<file path="src/rtl/cfgwin_pkg.sv">
package cfgwin_pkg;
    parameter int unsigned DW = 8;
    parameter int unsigned AW = 3;

    localparam logic [AW-1:0] IDX_RDTIM  = AW'(0);
    localparam logic [AW-1:0] IDX_WRTIM  = AW'(1);
    localparam logic [AW-1:0] IDX_CTRL   = AW'(3);
    localparam logic [AW-1:0] IDX_STRAP  = AW'(5);
    localparam logic [AW-1:0] IDX_MISC   = AW'(6);

    localparam logic [AW-1:0] OFS_UNLK_RD = AW'(1);
    localparam logic [AW-1:0] OFS_KEY     = AW'(2);
    localparam logic [AW-1:0] OFS_BEN     = AW'(3);

    localparam logic [DW-1:0] KEY_OPEN   = DW'(8'h03);
    localparam logic [DW-1:0] KEY_CLOSE  = DW'(8'h83);
    localparam logic [DW-1:0] KEY_BEN    = DW'(8'hC0);
    localparam logic [DW-1:0] CTRL_SPLIT = DW'(8'h85);
    localparam logic [DW-1:0] TIM_SLOW   = '1;

    typedef enum logic [1:0] {
        SEQ_IDLE = 2'd0,
        SEQ_ONE  = 2'd1,
        SEQ_TWO  = 2'd2
    } seq_e;

    typedef struct packed {
        logic          rd;
        logic          wr;
        logic          word;
        logic [AW-1:0] addr;
        logic [DW-1:0] data;
    } bus_req_t;

    typedef struct packed {
        logic [DW-1:0] rd;
        logic [DW-1:0] wr;
    } timing_t;

    function automatic logic is_byte_wr(bus_req_t r, logic [AW-1:0] a, logic [DW-1:0] d);
        return r.wr && !r.word && (r.addr == a) && (r.data == d);
    endfunction
endpackage

</file>
<file path="src/rtl/cfgwin_unlock.sv">
module cfgwin_unlock
    import cfgwin_pkg::*;
(
    input  logic     clk,
    input  logic     rst,
    input  bus_req_t req,
    output logic     win_open
);
    seq_e seq_q;
    logic open_q;
    logic access, rd_hit, open_hit, close_hit;

    always_comb begin
        access    = req.rd || req.wr;
        rd_hit    = req.rd && !req.wr && req.word && (req.addr == OFS_UNLK_RD);
        open_hit  = is_byte_wr(req, OFS_KEY, KEY_OPEN);
        close_hit = is_byte_wr(req, OFS_KEY, KEY_CLOSE);
    end

    always_ff @(posedge clk) begin
        if (rst) begin
            seq_q  <= SEQ_IDLE;
            open_q <= 1'b0;
        end else if (access) begin
            if (open_q) begin
                seq_q <= SEQ_IDLE;
                if (close_hit) open_q <= 1'b0;
            end else if (rd_hit) begin
                seq_q <= (seq_q == SEQ_IDLE) ? SEQ_ONE : SEQ_TWO;
            end else begin
                seq_q <= SEQ_IDLE;
                if (seq_q == SEQ_TWO && open_hit) open_q <= 1'b1;
            end
        end
    end

    assign win_open = open_q;


    open_after_key_chk: assert property (@(posedge clk) disable iff (rst)
        $rose(open_q) |-> ($past(seq_q) == SEQ_TWO));


    close_key_chk: assert property (@(posedge clk) disable iff (rst)
        (open_q && close_hit) |=> !open_q);


    word_wr_breaks_chk: assert property (@(posedge clk) disable iff (rst)
        (!open_q && req.wr && req.word) |=> (seq_q == SEQ_IDLE && !open_q));
endmodule

</file>
<file path="src/rtl/cfgwin_regs.sv">
module cfgwin_regs
    import cfgwin_pkg::*;
(
    input  logic          clk,
    input  logic          rst,
    input  bus_req_t      req,
    input  logic          win_open,
    input  logic          strap_pin,
    output logic [DW-1:0] rdata,
    output timing_t       set_a,
    output timing_t       set_b,
    output logic [DW-1:0] ctrl,
    output logic [DW-1:0] misc,
    output logic          strap
);
    timing_t       set_a_q, set_b_q;
    logic [DW-1:0] ctrl_q, misc_q, stub_q;
    logic          bank_b_q, strap_q;
    logic          sel_b, bw_open;

    always_comb begin
        sel_b   = misc_q[0] && bank_b_q;
        bw_open = win_open && req.wr && !req.word;
    end

    always_ff @(posedge clk) begin
        if (rst) begin
            set_a_q  <= '{rd: TIM_SLOW, wr: TIM_SLOW};
            set_b_q  <= '{rd: TIM_SLOW, wr: TIM_SLOW};
            ctrl_q   <= '0;
            misc_q   <= '0;
            stub_q   <= '0;
            bank_b_q <= 1'b0;
            strap_q  <= strap_pin;
        end else if (bw_open) begin
            unique case (req.addr)
                IDX_RDTIM: if (sel_b) set_b_q.rd <= req.data; else set_a_q.rd <= req.data;
                IDX_WRTIM: if (sel_b) set_b_q.wr <= req.data; else set_a_q.wr <= req.data;
                IDX_CTRL:  ctrl_q <= req.data;
                IDX_MISC:  misc_q <= req.data;
                default:   ;
            endcase
        end else if (!win_open && req.wr) begin
            stub_q <= req.data;
            if (is_byte_wr(req, OFS_BEN, KEY_BEN)) bank_b_q <= 1'b1;
        end
    end

    always_comb begin
        rdata = '0;
        if (!win_open) begin
            rdata = stub_q;
        end else if (!req.word) begin
            unique case (req.addr)
                IDX_RDTIM: rdata = sel_b ? set_b_q.rd : set_a_q.rd;
                IDX_WRTIM: rdata = sel_b ? set_b_q.wr : set_a_q.wr;
                IDX_CTRL:  rdata = ctrl_q;
                IDX_STRAP: rdata = {{(DW-1){1'b0}}, strap_q};
                IDX_MISC:  rdata = misc_q;
                default:   rdata = '0;
            endcase
        end
    end

    assign set_a = set_a_q;
    assign set_b = set_b_q;
    assign ctrl  = ctrl_q;
    assign misc  = misc_q;
    assign strap = strap_q;


    strap_hold_chk: assert property (@(posedge clk) disable iff (rst)
        1'b1 |=> $stable(strap_q));


    bank_b_sticky_chk: assert property (@(posedge clk) disable iff (rst)
        bank_b_q |=> bank_b_q);


    set_a_rd_wr_chk: assert property (@(posedge clk) disable iff (rst)
        (bw_open && req.addr == IDX_RDTIM && !sel_b) |=> (set_a_q.rd == $past(req.data)));


    stub_capture_chk: assert property (@(posedge clk) disable iff (rst)
        (!win_open && req.wr) |=> (stub_q == $past(req.data)));
endmodule

</file>
<file path="src/rtl/ide_cfg_window.sv">
module ide_cfg_window
    import cfgwin_pkg::*;
(
    input  logic          clk,
    input  logic          rst,
    input  logic [AW-1:0] bus_addr,
    input  logic          bus_rd,
    input  logic          bus_wr,
    input  logic          bus_word,
    input  logic [DW-1:0] bus_wdata,
    output logic [DW-1:0] bus_rdata,
    input  logic          strap_clk25,
    output logic          win_open,
    output logic [DW-1:0] drv0_rd_tim,
    output logic [DW-1:0] drv0_wr_tim,
    output logic [DW-1:0] drv1_rd_tim,
    output logic [DW-1:0] drv1_wr_tim,
    output logic [DW-1:0] misc_cfg,
    output logic          clk25_sel
);
    bus_req_t      req;
    timing_t       set_a, set_b, drv1_set;
    logic [DW-1:0] ctrl;

    always_comb begin
        req.rd   = bus_rd;
        req.wr   = bus_wr;
        req.word = bus_word;
        req.addr = bus_addr;
        req.data = bus_wdata;
    end

    cfgwin_unlock u_unlock (
        .clk      (clk),
        .rst      (rst),
        .req      (req),
        .win_open (win_open)
    );

    cfgwin_regs u_regs (
        .clk       (clk),
        .rst       (rst),
        .req       (req),
        .win_open  (win_open),
        .strap_pin (strap_clk25),
        .rdata     (bus_rdata),
        .set_a     (set_a),
        .set_b     (set_b),
        .ctrl      (ctrl),
        .misc      (misc_cfg),
        .strap     (clk25_sel)
    );

    assign drv1_set    = (ctrl == CTRL_SPLIT) ? set_b : set_a;
    assign drv0_rd_tim = set_a.rd;
    assign drv0_wr_tim = set_a.wr;
    assign drv1_rd_tim = drv1_set.rd;
    assign drv1_wr_tim = drv1_set.wr;
endmodule

</file>
<file path="config.mk">
export PLATFORM = sky130hd
export DESIGN_NAME = ide_cfg_window
export DESIGN_NICKNAME = d
export VERILOG_FILES = /design/src/rtl/cfgwin_pkg.sv /design/src/rtl/cfgwin_unlock.sv /design/src/rtl/cfgwin_regs.sv /design/src/rtl/ide_cfg_window.sv
export SDC_FILE = /design/constraint.sdc
export NUM_CORES = 1
export LEC_CHECK = 0
export BUFFER_PORTS_ARGS = -buffer_cell sky130_fd_sc_hd__buf_4
export CAP_MARGIN = 20
export CORE_ASPECT_RATIO = 2
export CORE_MARGIN = 10
export CORE_UTILIZATION = 54
export DETAILED_ROUTE_END_ITERATION = 8
export GPL_ROUTABILITY_DRIVEN = 0
export PLACE_DENSITY = 0.82
export SYNTH_ARGS = -nofsm -noshare
export SYNTH_HDL_FRONTEND = slang
export SYNTH_SLANG_ARGS = --single-unit
</file>
<file path="constraint.sdc">
create_clock -name clk -period 2.2 [get_ports clk]
set_clock_uncertainty 0.05 [all_clocks]
set_input_delay 0.44 -clock clk [delete_from_list [all_inputs] [get_ports clk]]
set_output_delay 0.44 -clock clk [all_outputs]
set_load 0.02 [all_outputs]
</file>
# Word-level counts from Yosys, hierarchy flattened
# Cells that the tools add are included.
# word_totals
regBits,61
inputBits,17
elab_cells,64
# op_classes
eq_ne,10
n_mux,13
n_bitwise,2
n_reduce_logical,28
# op_table
op,count
case mux 8 bit (5 select lines),1
2-to-1 mux 8 bit,4
"equality test 8 bit, second input constant",3
2-to-1 mux 16 bit,1
AND reduction 3 bit,5
logical AND 1 bit,14
"equality test 8 x 2 -> 1 bit, second input constant",1
"equality test 3 x 2 -> 1 bit, second input constant",2
"equality test 3 bit, second input constant",2
2-to-1 mux 2 bit,3
AND reduction 2 bit,3
2-to-1 mux 1 bit,4
"equality test 3 x 1 -> 1 bit, second input constant",1
zero test 1 bit,3
zero test 3 bit,1
"equality test 2 bit, second input constant",1
zero test 2 bit,1
NOT 1 bit,2
logical OR 1 bit,1

# Longest topological paths before layout
# logic_depth
word_depth,8
ltp_mapped,7
mapped_depth_nobuf,4

# Cells and area by module
# Synthesis repeated with hierarchy kept, for this count alone.
# hier_totals
cells_unflattened,341
hier_area_um2,3236.9
# modules_own_cells
module,instances,cells_each,area_per_inst_um2,seq_area_each_um2
cfgwin_regs,1,301,2746.4,1171.1
ide_cfg_window,1,20,276.5,0.0
cfgwin_unlock,1,20,214.0,60.1

# Worst setup path after synthesis
# OpenSTA, ideal clock, no wires.
# synth_timing
path_kind,input to output
from,input port bus_addr[0]
to,output port bus_rdata[6]
arrival_time_ns,1.868
slack_ns,-0.158
path_stages,5
cell_sequence,clkbuf_2 or3b_4 or2_2 clkbuf_1 o221ai_1
# synth_between
elab_chain_cells,4
# synth_rtl
element,line,rtl
from (decl),ide_cfg_window.sv:6,"input logic [AW-1:0] bus_addr,"
"equality test 3 bit, or another cell as far along",cfgwin_regs.sv:54,unique case (req.addr)
case mux 8 bit (5 select lines) *,cfgwin_regs.sv:54,
2-to-1 mux 8 bit *,cfgwin_regs.sv:53,end else if (!req.word) begin
2-to-1 mux 8 bit *,cfgwin_regs.sv:51,if (!win_open) begin
to (decl),ide_cfg_window.sv:11,"output logic [DW-1:0] bus_rdata,"
# Mark *: on every way between the ends. The rest lies on a longest branch, timed or not.

# Final worst setup path
# layout_timing
from,"register u_regs.misc_q[0], in the netlist u_regs.misc[0]"
to,output port bus_rdata[5]
# layout_between
elab_chain_cells,5
# layout_rtl
element,line,rtl
from (decl),cfgwin_regs.sv:17,"logic [DW-1:0] ctrl_q, misc_q, stub_q;"
from (signal assigned),cfgwin_regs.sv:40,IDX_MISC: misc_q <= req.data;
logical AND 1 bit *,cfgwin_regs.sv:22,sel_b = misc_q[0] && bank_b_q;
2-to-1 mux 8 bit (on tied branches),"cfgwin_regs.sv:56, cfgwin_regs.sv:55",
case mux 8 bit (5 select lines) *,cfgwin_regs.sv:54,
2-to-1 mux 8 bit *,cfgwin_regs.sv:53,
2-to-1 mux 8 bit *,cfgwin_regs.sv:51,
# Marked as above.

==> metrics <==
status complete, but fails checks; failing checks negative setup slack; RSZ-0062 raised after global routing yes; hold crit path type in2reg; Initial DRC Count 248; CTS sink count 61; mean routed wirelength per cell 21.9 um; core area 0.00566 mm^2; dpl ws -0.0711 ns; peak fanout along the critical path 5; vias in the first global route 3,108; syn_nets 363; max cap viols 0; Hold Violations, Final 0; period utilization 1.01; post-synthesis cell type count 47; antenna violations before repair 0; ANT cells 0; CTS tree yes; Routed met3 length 755 um; Worst Path Arrival 1.73 ns; DR vias 3,060; Metal-1 WL 3.67 mm; main flop type after synthesis dfxtp_1; Leak Pwr 1.61 nW; pwr dens 600 mW/mm^2; Ys Warns 0; Req. time, crit path 1.71 ns; CTS Root Cell clkbuf_16; H-tree depth 3; Routed Antenna Nets 0; DRT Pass-1 Iters 5; Design Area, Final 0.00432 mm^2; global-route wire length before repair 16.4 mm; Via density 6.24; minimum clock period 2.22 ns; total detailed-routing wirelength 10.7 mm; Total GRT Usage 0.224; Starting Density 0.547; # DRC 0; worst-margin pin slew 0.684 ns; remaining global-route overflow 0; maximum vdd drop 663 uV; largest net degree at the start of global routing 70; critical path launch point type flop; CTS Buf Count 9; Fmax 451 MHz; Nets 441; layout cells sized above 1 0.385; Post-Syn Area 0.00310 mm^2; post-synthesis sequential area ratio 0.398; setup TNS -0.0443 ns; Avg Cell Area, Syn 8.95 um^2; synthesized flop and latch total 61; Synth top area share 0.388; dpl cell area 0.00383 mm^2; crit end category primary output; Finish-stage setup viols 4; met2 wire length 5.70 mm; Worst Path Class, Setup reg2out; height of the chip 127 um; dominant cells by area after synthesis dfxtp_1 (39%), a21oi_1 (6.9%), mux2_2 (5.8%); DP Wirelength 7.23 mm; I/O pin cnt 67; Reg clk slew, reported paths 0.05 ns; Mapped Cells 346; Rel. slew slack 0.544; final worst slack -0.0183 ns; Slew Limit Fails 0; Skew-Pair Late Insertion Delay 0.33 ns; Yosys top cell by area dfxtp_1; IO Port Bufs 66; clk buf depth 2; Layout Area Growth over Synthesis 39.6%; site row count 39; die area 0.00935 mm^2; max layer used met4; Chip Width 73.5 um; fill count 385; EDFF count, synth 1; Async SR Flop Fraction 0
-- cell usage after synthesis, types with 3 or more instances --
library cell,number
a211o_1,14
a21oi_1,43
a22o_1,7
a2bb2oi_1,7
buf_6,4
clkbuf_1,17
dfxtp_1,60
inv_1,3
mux2_2,16
mux2i_1,14
nand2_1,37
nand2b_1,10
nand4b_1,3
nor2_1,19
nor2b_1,17
nor3_1,16
nor4_1,3
o21ai_0,17
o221ai_1,7
-- where the power goes --
part	leakage, nW	internal (mW)	switching (mW)	total, mW
sequential	0.499	1.12	0.00562	1.12
combinational	0.983	0.0755	0.129	0.204
clock	0.124	0.794	0.476	1.27
-- critical path, cell delays in order (launching register included) --
cell,delay (ns)
dfxtp_4,0.36
nand2_8,0.09
buf_12,0.14
mux2i_2,0.33
a2bb2oi_2,0.21
o221ai_2,0.10
buf_4,0.17
-- stage by stage --
stage	power [mW]	instances	hold WS [ns]	util
6_report	2.60	490	0.232	0.764
5_1_grt	2.67	490	0.231	0.764
4_1_cts	2.60	489	0.229	0.742
3_5_place_dp	1.34	471	0.400	0.676
3_3_place_gp	1.34	471	0.393	0.676
2_1_floorplan	1.25	346	0.386	-
-- cell type report --
type / instances / area, um^2 / area share
flip-flops and latches: 61 / 1240 / 0.287
repair buffers: 93 / 782 / 0.181
well taps: 61 / 76.3 / 0.0177
clock inverters: 1 / 7.51 / 0.00174
clock buffers: 15 / 258 / 0.0596
inverters: 3 / 11.3 / 0.00260
multi-input cells: 256 / 1950 / 0.450
-- per-layer routing --
layer / track usage / up-vias
met3: 0.0659 / 43
met4: 0.129 / 0
met2: 0.384 / 133
met1: 0.228 / 1464
met5: 0 / -
li1: - / 1420
-- placed cells by master (no fill, tap or decap), types with 2 or more instances in the layout --
cell type  netlist  layout
a211o_1         14      14
a211o_2          2       2
a21oi_1         43      41
a21oi_2          0       2
a22o_1           7       7
a2bb2oi_2        0       6
buf_12           0       5
buf_4            1      86
clkbuf_1        17       5
clkbuf_16        0      10
dfxtp_1         60      55
dfxtp_2          0       3
dfxtp_4          0       2
inv_1            3       3
mux2_2          16      16
mux2i_1         14       5
mux2i_2          0       6
mux2i_4          0       3
nand2_1         37      36
nand2b_1        10      10
nand3b_1         2       2
nand4b_1         3       3
nor2_1          19      19
nor2b_1         17      17
nor3_1          16      16
nor4_1           3       3
o21ai_0         17      17
o221ai_2         0       6
or4bb_1          2       2
-- flip-flops by register name (all words and copies together), names as in the netlist --
name               cells
u_regs.misc            8
u_regs.set_a          16
u_regs.strap           1
u_unlock.win_open      1
u_regs.ctrl            8
u_regs.set_b          16
u_regs.bank_b_q        1
u_unlock.seq_q         2
u_regs.stub_q          8
-- worst paths after layout --
path	start	endpoint	slack (ns)	depth (start not counted)
min	strap_clk25	u_regs.strap	0.23	1
max	u_regs.misc[0]	bus_rdata[5]	-0.02	6
max reg2reg	u_unlock.win_open	u_regs.ctrl[4]	0.19	5
min reg2reg	u_regs.stub_q[4]	u_regs.stub_q[4]	0.41	2
-- cells by family (layout without fill, tap and decap cells) --
logic type / count (synthesis) / in the layout / synth area share
buf+inv: 29 / 112 / 0.0473
compound gates: 104 / 104 / 0.221
flops: 61 / 61 / 0.398
simple gates: 121 / 121 / 0.223
mux: 31 / 31 / 0.111
-- what timing repair did --
| action | in CTS | in global routing |
|---|---|---|
| pin swaps | 4 | 1 |
| gates resized for setup | 20 | 21 |
| hold buffers | 0 | 0 |
| cloned | 0 | 1 |
| buffers inserted | 2 | 1 |
| setup endpoints to repair | 24 | 24 |
Note: power is estimated with default switching activity, not from simulation.
